### src/rtl/gpio_pkg.sv
package gpio_pkg;

    // Kind of bus access decoded from strobe and offset.
    typedef enum logic [1:0] {
        ACC_NONE = 2'd0,
        ACC_DATA = 2'd1,
        ACC_DIR  = 2'd2,
        ACC_VOID = 2'd3
    } acc_kind_t;

    typedef struct packed {
        acc_kind_t kind;
        logic      wr;
    } acc_t;

    // Offsets below the direction register form the masked data window.
    function automatic acc_kind_t classify(input logic sel,
                                           input logic [31:0] off,
                                           input logic [31:0] dir_off);
        if (!sel)
            return ACC_NONE;
        else if (off < dir_off)
            return ACC_DATA;
        else if (off == dir_off)
            return ACC_DIR;
        else
            return ACC_VOID;
    endfunction

    function automatic logic is_write(input acc_t a, input acc_kind_t k);
        return (a.kind == k) && a.wr;
    endfunction

    function automatic logic is_read(input acc_t a, input acc_kind_t k);
        return (a.kind == k) && !a.wr;
    endfunction

endpackage

### src/rtl/gpio_in_sync.sv
module gpio_in_sync #(
    parameter int WIDTH  = 8,
    parameter int STAGES = 2
) (
    input  logic             clk,
    input  logic             rst,
    input  logic [WIDTH-1:0] d,
    output logic [WIDTH-1:0] q
);
    logic [STAGES-1:0][WIDTH-1:0] chain;

    for (genvar s = 0; s < STAGES; s++) begin : g_stage
        if (s == 0) begin : g_first
            always_ff @(posedge clk) begin
                if (rst) chain[0] <= '0;
                else     chain[0] <= d;
            end
        end else begin : g_next
            always_ff @(posedge clk) begin
                if (rst) chain[s] <= '0;
                else     chain[s] <= chain[s-1];
            end
        end
    end

    assign q = chain[STAGES-1];
endmodule

### src/rtl/gpio_regs.sv
module gpio_regs
    import gpio_pkg::*;
#(
    parameter int PINS = 8
) (
    input  logic            clk,
    input  logic            rst,
    input  acc_t            acc,
    input  logic [PINS-1:0] mask,
    input  logic [PINS-1:0] wdata,
    output logic [PINS-1:0] dir_q,
    output logic [PINS-1:0] lat_q
);
    logic dir_wr;
    logic dat_wr;

    assign dir_wr = is_write(acc, ACC_DIR);
    assign dat_wr = is_write(acc, ACC_DATA);

    always_ff @(posedge clk) begin
        if (rst)         dir_q <= '0;
        else if (dir_wr) dir_q <= wdata;
    end

    // One latch per pin, each gated by its own mask bit.
    for (genvar i = 0; i < PINS; i++) begin : g_latch
        always_ff @(posedge clk) begin
            if (rst)                     lat_q[i] <= 1'b0;
            else if (dat_wr && mask[i])  lat_q[i] <= wdata[i];
        end
    end
endmodule

### src/rtl/gpio_rdpath.sv
module gpio_rdpath
    import gpio_pkg::*;
#(
    parameter int PINS = 8
) (
    input  logic            clk,
    input  logic            rst,
    input  acc_t            acc,
    input  logic [PINS-1:0] mask,
    input  logic [PINS-1:0] dir_q,
    input  logic [PINS-1:0] lat_q,
    input  logic [PINS-1:0] sync_in,
    output logic [PINS-1:0] rdata
);
    logic [PINS-1:0] level;
    logic [PINS-1:0] rd_next;

    for (genvar i = 0; i < PINS; i++) begin : g_level
        assign level[i] = dir_q[i] ? lat_q[i] : sync_in[i];
    end

    always_comb begin
        if (is_read(acc, ACC_DATA))
            rd_next = level & mask;
        else if (is_read(acc, ACC_DIR))
            rd_next = dir_q;
        else
            rd_next = '0;
    end

    always_ff @(posedge clk) begin
        if (rst) rdata <= '0;
        else     rdata <= rd_next;
    end
endmodule

### src/rtl/gpio_bank.sv
module gpio_bank
    import gpio_pkg::*;
#(
    parameter int PINS        = 8,
    parameter int SYNC_STAGES = 2,
    parameter int ADDR_W      = PINS + 3
) (
    input  logic              clk,
    input  logic              rst,
    input  logic              bus_sel,
    input  logic              bus_we,
    input  logic [ADDR_W-1:0] bus_addr,
    input  logic [PINS-1:0]   bus_wdata,
    output logic [PINS-1:0]   bus_rdata,
    input  logic [PINS-1:0]   pad_in,
    output logic [PINS-1:0]   pad_oe,
    output logic [PINS-1:0]   pad_out
);
    localparam logic [31:0] DIR_OFF = 32'(4) << PINS;

    acc_t            acc;
    logic [PINS-1:0] mask;
    logic [PINS-1:0] dir_q;
    logic [PINS-1:0] lat_q;
    logic [PINS-1:0] sync_in;

    assign acc.kind = classify(bus_sel, 32'(bus_addr), DIR_OFF);
    assign acc.wr   = bus_we;
    assign mask     = bus_addr[PINS+1:2];

    gpio_in_sync #(.WIDTH(PINS), .STAGES(SYNC_STAGES)) u_sync (
        .clk (clk),
        .rst (rst),
        .d   (pad_in),
        .q   (sync_in)
    );

    gpio_regs #(.PINS(PINS)) u_regs (
        .clk   (clk),
        .rst   (rst),
        .acc   (acc),
        .mask  (mask),
        .wdata (bus_wdata),
        .dir_q (dir_q),
        .lat_q (lat_q)
    );

    gpio_rdpath #(.PINS(PINS)) u_rd (
        .clk     (clk),
        .rst     (rst),
        .acc     (acc),
        .mask    (mask),
        .dir_q   (dir_q),
        .lat_q   (lat_q),
        .sync_in (sync_in),
        .rdata   (bus_rdata)
    );

    assign pad_oe  = dir_q;
    assign pad_out = lat_q;
endmodule

### config.mk
export PLATFORM = sky130hd
export DESIGN_NAME = gpio_bank
export DESIGN_NICKNAME = d
export VERILOG_FILES = /design/src/rtl/gpio_pkg.sv /design/src/rtl/gpio_in_sync.sv /design/src/rtl/gpio_regs.sv /design/src/rtl/gpio_rdpath.sv /design/src/rtl/gpio_bank.sv
export SDC_FILE = /design/constraint.sdc
export NUM_CORES = 1
export LEC_CHECK = 0
export ABC_AREA = 1
export CORE_ASPECT_RATIO = 1.1
export CORE_MARGIN = 2
export CORE_UTILIZATION = 44
export DETAILED_ROUTE_END_ITERATION = 10
export HOLD_SLACK_MARGIN = 0.05
export PLACE_DENSITY_LB_ADDON = 0.15
export SETUP_SLACK_MARGIN = 0.3
export SYNTH_ARGS = -nofsm -noshare
export SYNTH_HDL_FRONTEND = slang
export SYNTH_SLANG_ARGS = --single-unit
### constraint.sdc
create_clock -name clk -period 1.2 [get_ports clk]
set_input_delay 0.18 -clock clk [delete_from_list [all_inputs] [get_ports clk]]
set_output_delay 0.18 -clock clk [all_outputs]
set_load 0.02 [all_outputs]
==> results of run 1 <==
-- state kept, by name, indices dropped and copies added, names as in the netlist --
register      flops
u_rd.rdata        8
u_regs.dir_q      8
u_regs.lat_q      8
u_sync.chain      8
u_sync.q          8
-- kinds of logic after synthesis --
family / after synthesis
and+or+nand+nor: 103
DFF: 40
buffers and inverters: 39
AOI/OAI and AO/OA: 25
-- metrics by stage --
stage	instances	total power (W)	hold slack (ns)	cell area (µm²)
final	348	0.00240	0.205	2760
after global routing	348	0.00251	0.211	2760
after CTS	348	0.00240	0.211	2680
after detailed placement	331	0.00172	0.397	2460
after global placement	331	0.00171	0.389	2460
after floorplan	207	0.00151	0.249	1670
-- worst min-delay path: cells and delay by family --
kind,cells,cell delay (ns)
buf+inv,2,0.20
simple gates,2,0.10
compound gates,1,0.05
-- synthesized netlist by cell type --
| library cell | count | area (µm²) |
|---|---|---|
| buf_4 | 1 | 7.51 |
| nand2_2 | 2 | 12.5 |
| clkbuf_1 | 3 | 11.3 |
| nor2_1 | 37 | 139 |
| or2_1 | 7 | 43.8 |
| o21ai_1 | 1 | 5.00 |
| nand4_1 | 8 | 50.1 |
| inv_2 | 2 | 7.51 |
| dfxtp_1 | 40 | 801 |
| nor3_2 | 1 | 10.0 |
| clkinv_1 | 1 | 3.75 |
| nor3_4 | 1 | 16.3 |
| nand3_1 | 8 | 40.0 |
| nor2_4 | 1 | 11.3 |
| nand4_4 | 1 | 21.3 |
| nand2_1 | 36 | 135 |
| nor2_2 | 1 | 6.26 |
| inv_4 | 1 | 6.26 |
| a21oi_1 | 16 | 80.1 |
| o2111ai_1 | 8 | 70.1 |
| buf_6 | 1 | 11.3 |
| inv_1 | 30 | 113 |
-- routing by layer --
metal  track usage [%]  routed length (µm)  vias up
met1              28.6                1780      768
met4              7.45                  70        0
met5                 0                   0        -
met3              5.56                 295        9
met2              38.9                2270       55
li1                  -                   -      844
-- layout make-up --
| type | instances | area, µm² |
|---|---|---|
| repair buffers | 90 | 880 |
| inverters | 34 | 148 |
| multi-input cells | 128 | 785 |
| fillers | 247 | 652 |
| flip-flops and latches | 40 | 831 |
| well taps | 48 | 60.1 |
| clock buffers | 8 | 58.8 |
-- worst paths after layout --
kind,cells past startpoint,startpoint,end,slack [ns]
worst max-delay path,1,u_regs.dir_q[2]$_SDFFE_PP0P_,pad_oe[2],0.20
worst min-delay path,5,bus_addr[5],u_regs.lat_q[3]$_SDFFE_PP0P_,0.20
worst min register to register,2,u_sync.chain[1]$_SDFF_PP0_,u_sync.q[1]$_SDFF_PP0_,0.40
worst max register to register,4,u_regs.dir_q[3]$_SDFFE_PP0P_,u_rd.rdata[3]$_SDFF_PP0_,0.25
-- power by group --
part	switching [W]	total (W)	internal, W
logic	0.000165	0.000336	0.000171
clock network	0.000406	0.000696	0.000289
registers	0.0000121	0.00137	0.00136
total	0.000583	0.00240	0.00182
-- what timing repair did --
action | 4_1_cts | 5_1_grt
buffers inserted | 8 | 0
pin swaps | 33 | 26
hold endpoints to repair | 0 | 0
endpoints found under the setup margin | 48 | 46
resized for setup | 221 | 38
cloned | 1 | 0
==> results by group, run 1 <==
Yosys
  • Sequential element share of the synthesized area: 50.0%
  • Yosys warning count: 0
  • Distinct cells, synth: 22
  • Post-synthesis adder-cell area fraction: 0%
  • Mean Syn Cell Area: 7.74 µm²
  • Syn nets: 238
  • Synth Area in XOR/XNOR: 0%
  • Largest family of logic cells by synthesized area: simple AND/OR/NAND/NOR gates
  • Compound-Gate Fraction of Synth Area: 9.69%
  • Post-synthesis simple-gate area fraction: 30.3%
  • Mapped Cells: 207
  • Syn Std Cell Area: 0.00160 mm²
  • Seq cells post-synth: 40
  • Mux cell area share after synthesis: 0%

Floorplanning
  • Die W: 61.5 µm
  • Io pins: 55
  • Initial Util: 46.9%
  • Die height: 67.3 µm
  • Area of the die: 0.00414 mm²
  • Number of cell rows: 22
  • Core area: 0.00341 mm²

Timing
  • Least-Margin Pin Slew: 0.225 ns
  • Final worst path period share: 83.5%
  • Fin. Hold Viols: 0
  • Slew Limit Fails: 0
  • Worst Skew: 0.0104 ns
  • RSZ-0062 raised after global routing: yes
  • Post-Route Setup TNS: 0 ns
  • Slack of the critical path: 0.198 ns
  • Fmax: 998 MHz
  • Fin crit period: 1.00 ns
  • Final setup violating endpoints: 0
  • Relative slew slack: 85.0%

Critical path
  • CP endpoint kind: output pin
  • Worst path slowest cell: dfxtp_2
  • Arrival time worst endpoint: 0.82 ns
  • Critical Path Max Stage Delay: 0.36 ns
  • Critical-path cell list: buf_6
  • Critical setup path kind: reg2out
  • Required time of the critical path: 1.02 ns
  • Crit path max fanout: 2
  • CP startpoint kind: flip-flop
  • Crit-path leading delay family: flip-flops
  • Buf/Inv on CP: 1

GRT
  • Initial antenna violation count: 0
  • Overflow after GRT: 0
  • Tot GR Track Use: 23.1%
  • Largest net degree at the start of global routing: 18
  • Vias in the first global route: 1638
  • First-pass GRT wire length: 7040 µm

CTS
  • Root Driver: clkbuf_4
  • CTS tree: built
  • Clk buf depth: 2
  • Reg clk slew, reported paths: 0.11 ns
  • CTS Sinks: 40
  • Clk Latency, worst-skew pair: 0.34 ns
  • CTS Buf Count: 5
  • H-Tree Depth: 2
  • Hold Buf Count CTS: 0

Power
  • Pleak: 1.23 nW
  • VDD IR-drop max: 0.814 mV
  • Pwr/cell area: 870 mW/mm²

Outcome
  • Outcome: completed

Route
  • 1st-pass router iterations: 4
  • Drt total wl: 4420 µm
  • Routed WL per cell: 12.7 µm
  • Total number of vias: 1676
  • Iteration-0 DRC Markers: 89
  • DRC viols: 0
  • Detail-routed via count per cell: 4.82
  • Final ANT Viol Nets: 0

Place
  • PortBufs: 54
  • Gpl congestion: 0.783
  • DPL Wire Length: 2900 µm
  • DP Worst Slack: -0.479 ns

Layout
  • Fin util: 80.9%
  • Commonest non-fill, non-tap cells in the layout: buf_6, nor2_1, inv_1
  • Layout cells sized above 1: 48.3%
  • Antenna diode count: 0
  • Final nets: 330
  • Most common cell after layout, fill and taps aside: buf_6
  • Area added between synthesis and finish: 72.4%

Flow run
  • Max-cap viol count: 0

Hold path
  • Worst hold path type: in2reg
Power figures use the tool's default switching activity.
==> inputs of run 2 (changes only) <==
clock period = 1 ns   (was 1.2 ns; I/O delays follow)
==> run 2 against run 1 <==
  * First-iteration DRC count increased by 110%
  * Sequential share of layout area fell by 2.6 points
  * Sequential power rose by 20%
  * Clock power rose by 23%
  * Critical path depth increased by 3
  * Global-route usage grew 4.3 points
  * Power rose by 26%
==> results by group, run 2 (synthesized netlist as in run 1, its figures left out) <==
Outcome
  • Outcome: completed (unchanged)

Layout
  • Layout Cells excl Fill: 353 (was 348)
  • Layout cells sized above 1: 59.7% (was 48.3%)
  • Commonest non-fill, non-tap cells in the layout: buf_6, nor2_1, dfxtp_2 (was buf_6, nor2_1, inv_1)
  • Final instance area: 0.00303 mm² (was 0.00276 mm²)
  • Fin util: 88.6% (was 80.9%)
  • Antenna diode count: 0 (unchanged)
  • Area added between synthesis and finish: 88.9% (was 72.4%)
  • Most common cell after layout, fill and taps aside: buf_6 (unchanged)
  • Final nets: 335 (was 330)

Route
  • DRC viols: 0 (unchanged)
  • Iteration-0 DRC Markers: 191 (was 89)
  • Detail-routed via count per cell: 5.32 (was 4.82)
  • Final ANT Viol Nets: 0 (unchanged)
  • 1st-pass router iterations: 4 (unchanged)
  • Routed WL per cell: 16.6 µm (was 12.7 µm)
  • Drt total wl: 5880 µm (was 4420 µm)
  • Total number of vias: 1878 (was 1676)

Critical path
  • Arrival time worst endpoint: 1.22 ns (was 0.82 ns)
  • Critical setup path kind: reg2reg (was reg2out)
  • Crit-path leading delay family: flip-flops (unchanged)
  • CP endpoint kind: flip-flop (was output pin)
  • Buf/Inv on CP: 1 (unchanged)
  • Worst path slowest cell: dfxtp_2 (unchanged)
  • CP startpoint kind: flip-flop (unchanged)
  • Required time of the critical path: 1.23 ns (was 1.02 ns)
  • Critical Path Max Stage Delay: 0.35 ns (was 0.36 ns)
  • Crit path max fanout: 3 (was 2)
  • Critical-path cell list: buf_6, or2_1, o2111ai_2, a21oi_1 (was buf_6)

Place
  • PortBufs: 54 (unchanged)
  • DPL Wire Length: 3130 µm (was 2900 µm)
  • Placed Area: 0.00261 mm² (was 0.00246 mm²)
  • Gpl congestion: 0.796 (was 0.783)
  • Placed insts: 342 (was 331)

GRT
  • Tot GR Track Use: 27.4% (was 23.1%)
  • First-pass GRT wire length: 8250 µm (was 7040 µm)
  • Overflow after GRT: 0 (unchanged)
  • Largest net degree at the start of global routing: 12 (was 18)
  • Vias in the first global route: 1878 (was 1638)
  • Initial antenna violation count: 0 (unchanged)

Floorplanning
  • Core area: 0.00341 mm² (unchanged)
  • Die height: 67.3 µm (unchanged)
  • Die W: 61.5 µm (unchanged)
  • Initial Util: 46.9% (unchanged)
  • Area of the die: 0.00414 mm² (unchanged)
  • Number of cell rows: 22 (unchanged)
  • Io pins: 55 (unchanged)

CTS
  • Clk Latency, worst-skew pair: 0.34 ns (about the same)
  • CTS Buf Count: 5 (unchanged)
  • CTS Sinks: 40 (unchanged)
  • Clk buf depth: 2 (unchanged)
  • Hold Buf Count CTS: 0 (unchanged)
  • CTS tree: built (unchanged)
  • H-Tree Depth: 2 (unchanged)
  • Root Driver: clkbuf_4 (unchanged)
  • Reg clk slew, reported paths: 0.11 ns (about the same)

Power
  • Pleak: 1.31 nW (was 1.23 nW)
  • Pwr/cell area: 1000 mW/mm² (was 870 mW/mm²)
  • VDD IR-drop max: 0.849 mV (was 0.814 mV)
  • Power consumption: 0.00303 W (was 0.00240 W)

Timing
  • Worst Skew: 0.0133 ns (was 0.0104 ns)
  • Fmax: 1010 MHz
  • Relative slew slack: 82.7% (was 85.0%)
  • Hold_ws: 0.194 ns (was 0.205 ns)
  • Fin crit period: 0.992 ns
  • Slew Limit Fails: 0 (unchanged)
  • RSZ-0062 raised after global routing: yes (unchanged)
  • Least-Margin Pin Slew: 0.259 ns (was 0.225 ns)
  • Final worst path period share: 99.2%
  • Fin. Hold Viols: 0 (unchanged)
  • Final setup violating endpoints: 0 (unchanged)

Flow run
  • Max-cap viol count: 0 (unchanged)

Hold path
  • Worst hold path type: in2reg (unchanged)
-- run 2: changes by cell type in the layout (fill, tap and decap cells not counted), moves of 7 or more --
cell,previous run,this run
a21oi_1,14,7
a21oi_2,2,9
buf_6,36,46
inv_1,27,20
nand2_1,25,17
nand3_1,7,0
-- run 2: timing repair --
action                                  4_1_cts  5_1_grt
pin swaps                                    45       35
resized for setup                           257       48
cloned                                        1        0
buffers inserted                              1        1
endpoints found under the setup margin       64       48
-- run 2: layout make-up --
class | count | area [µm²]
Clock buffer | 8 | 58.8
Fill cell | 167 | 388
Inverter | 34 | 163
Multi-Input combinational cell | 129 | 926
Sequential cell | 40 | 831
Tap cell | 48 | 60.1
Timing Repair Buffer | 94 | 987
-- run 2: worst min-delay path, stage by stage --
cell	delay, ns
buf_8	0.10
buf_4	0.14
nand3_2	0.06
a21oi_2	0.05
-- run 2: per-layer routing --
layer | part of all wire, % | vias to the layer above | global-route usage (%)
li1 | - | 859 | -
met1 | 37 | 883 | 31.2
met5 | 0 | - | 0
met4 | 3.7 | 0 | 14.9
met2 | 52 | 111 | 45.3
met3 | 7.7 | 25 | 8.05
-- run 2: metrics by stage --
step / worst slack [ns] / TNS, ns
after floorplan: 0.0314 / 0
after global placement: -0.617 / -15.71
after detailed placement: -0.648 / -16.39
after CTS: 0.0206 / 0
after global routing: -0.0128 / -0.0390
final: 0.00843 / 0
-- run 2: report_power, final --
group	leakage (nW)	switching, W	total (W)	internal (W)
logic	0.936	0.000262	0.000533	0.000272
clock network	0.0326	0.000505	0.000853	0.000348
registers	0.338	0.0000153	0.00165	0.00163
total	1.31	0.000782	0.00303	0.00225
-- run 2: worst paths after layout --
path                                     start                      endpoint  slack, ns  depth (start not counted)
setup reg to reg  u_regs.dir_q[3]$_SDFFE_PP0P_      u_rd.rdata[3]$_SDFF_PP0_      0.008                          4
setup / recovery  u_regs.dir_q[3]$_SDFFE_PP0P_      u_rd.rdata[3]$_SDFF_PP0_      0.008                          4
hold / removal                     bus_addr[5]  u_regs.lat_q[3]$_SDFFE_PP0P_       0.19                          4
hold reg to reg     u_sync.chain[2]$_SDFF_PP0_        u_sync.q[2]$_SDFF_PP0_       0.41                          2
==> inputs of run 3 (changes only) <==
CELL_PAD_IN_SITES_DETAIL_PLACEMENT = 0   (was default)
CELL_PAD_IN_SITES_GLOBAL_PLACEMENT = 1   (was default)
CORE_UTILIZATION = 28   (was 44)
REMOVE_ABC_BUFFERS = 1   (was default)
==> run 3 against run 2 <==
  * Critical path depth unchanged
  * Sequential cell count did not move
  * Die area is 53% higher
  * Power rose by 1.4%
  * Fmax is 6.3% higher
  * Register-to-register slack gained 0.06 ns
  * Sequential power barely moved
  * Global-route usage decreased by 12 points
  * Worst hold slack lost 0.058 ns
  * Largest cell class unchanged
  * Sequential share of layout area increased by 0.40 points
  * Non-clock buffer count down 1
  * Clock power is 12% higher
==> results by group, run 3 (synthesized netlist as in run 1, its figures left out) <==
Outcome
  • Outcome: completed (unchanged)

CTS
  • CTS Buf Count: 5 (unchanged)
  • CTS Sinks: 40 (unchanged)
  • Clk Latency, worst-skew pair: 0.28 ns (was 0.34 ns)
  • Root Driver: clkbuf_8 (was clkbuf_4)
  • Clk buf depth: 2 (unchanged)
  • Reg clk slew, reported paths: 0.07 ns (was 0.11 ns)
  • CTS tree: built (unchanged)
  • H-Tree Depth: 2 (unchanged)

GRT
  • Initial antenna violation count: 0 (unchanged)
  • First-pass GRT wire length: 7860 µm (was 8250 µm)
  • Overflow after GRT: 0 (unchanged)
  • Vias in the first global route: 1635 (was 1878)
  • Tot GR Track Use: 15.7% (was 27.4%)
  • Largest net degree at the start of global routing: 11 (was 12)

Critical path
  • CP endpoint kind: flip-flop (unchanged)
  • Critical Path Max Stage Delay: 0.33 ns (was 0.35 ns)
  • Reg-to-reg endpoint: u_rd.rdata[1]$_SDFF_PP0_ (was u_rd.rdata[3]$_SDFF_PP0_)
  • Worst path slowest cell: dfxtp_2 (unchanged)
  • CP startpoint kind: flip-flop (unchanged)
  • Critical-path cell list: buf_4, or2_1, o2111ai_2, a21oi_1 (was buf_6, or2_1, o2111ai_2, a21oi_1)
  • Crit path max fanout: 3 (unchanged)
  • Crit Reg-Reg Startpoint: u_regs.dir_q[1]$_SDFFE_PP0P_ (was u_regs.dir_q[3]$_SDFFE_PP0P_)
  • Buf/Inv on CP: 1 (unchanged)
  • Arrival time worst endpoint: 1.10 ns (was 1.22 ns)
  • Critical setup path kind: reg2reg (unchanged)
  • Reg2Reg Depth: 4 (unchanged)
  • Crit-path leading delay family: flip-flops (unchanged)
  • Required time of the critical path: 1.17 ns (was 1.23 ns)
  • R2R setup slack: 0.07 ns (was 0.008 ns)

Route
  • Routed WL per cell: 12.5 µm (was 16.6 µm)
  • Total number of vias: 1627 (was 1878)
  • 1st-pass router iterations: 4 (unchanged)
  • DRC viols: 0 (unchanged)
  • Final ANT Viol Nets: 0 (unchanged)
  • Iteration-0 DRC Markers: 79 (was 191)
  • Detail-routed via count per cell: 4.34 (was 5.32)
  • Drt total wl: 4700 µm (was 5880 µm)

Timing
  • Fin crit period: 0.933 ns (was 0.992 ns)
  • Post-Route Setup TNS: 0 ns (unchanged)
  • Fin. Hold Viols: 0 (unchanged)
  • Final setup violating endpoints: 0 (unchanged)
  • Final worst path period share: 93.3% (was 99.2%)
  • Slack of the critical path: 0.0673 ns (was 0.00843 ns)
  • Worst Skew: 0.00269 ns (was 0.0133 ns)
  • Relative slew slack: 82.1% (was 82.7%)
  • Least-Margin Pin Slew: 0.268 ns (was 0.259 ns)
  • Fmax: 1070 MHz (was 1010 MHz)
  • Slew Limit Fails: 0 (unchanged)
  • RSZ-0062 raised after global routing: yes (unchanged)

Power
  • Pwr/cell area: 1030 mW/mm² (was 1000 mW/mm²)
  • Pleak: 1.30 nW (was 1.31 nW)
  • VDD IR-drop max: 0.715 mV (was 0.849 mV)

Floorplanning
  • Core area: 0.00547 mm² (was 0.00341 mm²)
  • Area of the die: 0.00634 mm² (was 0.00414 mm²)
  • Io pins: 55 (unchanged)
  • Die height: 83.3 µm (was 67.3 µm)
  • Number of cell rows: 28 (was 22)
  • Die W: 76.1 µm (was 61.5 µm)
  • Initial Util: 29.3% (was 46.9%)

Layout
  • Final nets: 333 (was 335)
  • Antenna diode count: 0 (unchanged)
  • Layout Cells excl Fill: 375 (was 353)
  • Most common cell after layout, fill and taps aside: buf_6 (unchanged)
  • Area added between synthesis and finish: 87.0% (was 88.9%)
  • Commonest non-fill, non-tap cells in the layout: buf_6, nor2_1, inv_1 (was buf_6, nor2_1, dfxtp_2)
  • Layout cells sized above 1: 55.3% (was 59.7%)

Place
  • DP Worst Slack: -0.725 ns (was -0.648 ns)
  • DPL Wire Length: 3200 µm (was 3130 µm)
  • PortBufs: 54 (unchanged)
  • Placed insts: 363 (was 342)
  • Gpl congestion: 0.743 (was 0.796)

Flow run
  • Max-cap viol count: 0 (unchanged)

Hold path
  • Hold Path End: u_regs.lat_q[4]$_SDFFE_PP0P_ (was u_regs.lat_q[3]$_SDFFE_PP0P_)
  • Hold path depth: 3 (was 4)
  • Worst hold path type: in2reg (unchanged)
  • Hold path startpoint: bus_addr[6] (was bus_addr[5])
run 3: cell types whose count changed in the layout (fill, tap and decap cells not counted), sizes merged:
cell	previous run	this run
nand4	10	9
buf	76	75
clkinv	1	0
inv	33	34
clkbuf	8	6
clkdlybuf4s15	1	0
run 3: final cells by class:
class	instances	area, µm²
sequential	40	835
clock buffer	5	68.8
fill	537	2470
timing repair buffer	93	977
tap	75	93.8
inverter	34	143
multi-input combinational	128	878
run 3: through the flow:
step | util [%] | cell area [µm²] | power [W] | hold slack (ns)
6_report | 54.8 | 3000 | 0.00308 | 0.136
2_1_floorplan | - | 1570 | 0.00177 | 0.219
3_3_place_gp | 45.7 | 2500 | 0.00207 | 0.391
5_1_grt | 54.8 | 3000 | 0.00325 | 0.127
4_1_cts | 50.7 | 2770 | 0.00308 | 0.153
3_5_place_dp | 45.7 | 2500 | 0.00207 | 0.392
run 3: worst reg2reg max path: stages, from the launching register on:
cell	delay, ns
dfxtp_2	0.33
buf_4	0.14
or2_1	0.21
o2111ai_2	0.06
a21oi_1	0.08
run 3: power breakdown:
group	switching, W	internal, W
Combinational	0.000225	0.000260
Clock	0.000502	0.000450
Sequential	0.0000127	0.00163
run 3: metal layers:
| layer | GRT usage [%] | wire length, µm | up-vias |
|---|---|---|---|
| li1 | - | - | 847 |
| met1 | 20.2 | 2170 | 740 |
| met2 | 25.2 | 2290 | 36 |
| met3 | 4.67 | 209 | 4 |
| met4 | 5.29 | 38 | 0 |
| met5 | 0 | 0 | - |
run 3: worst max-delay path by stage:
| stage | from | end | slack [ns] | cells after the start |
|---|---|---|---|---|
| 3_3_place_gp | bus_addr[6] | u_regs.dir_q[5]$_SDFFE_PP0P_ | -0.71 | 7 |
| 6_report | u_regs.dir_q[1]$_SDFFE_PP0P_ | u_rd.rdata[1]$_SDFF_PP0_ | 0.07 | 4 |
| 4_1_cts | u_regs.dir_q[0]$_SDFFE_PP0P_ | pad_oe[0] | 0.06 | 1 |
| 5_1_grt | u_regs.dir_q[1]$_SDFFE_PP0P_ | u_rd.rdata[1]$_SDFF_PP0_ | 0.04 | 4 |
| 3_5_place_dp | bus_addr[6] | u_regs.dir_q[4]$_SDFFE_PP0P_ | -0.72 | 7 |
| 2_1_floorplan | bus_addr[6] | u_regs.dir_q[0]$_SDFFE_PP0P_ | 0.03 | 6 |
run 3: repair_timing:
action,CTS,global route
setup buffers,6,0
setup endpoints to repair,63,48
hold buffers,0,0
pin swaps,41,32
gates cloned,1,0
gates resized for setup,263,60
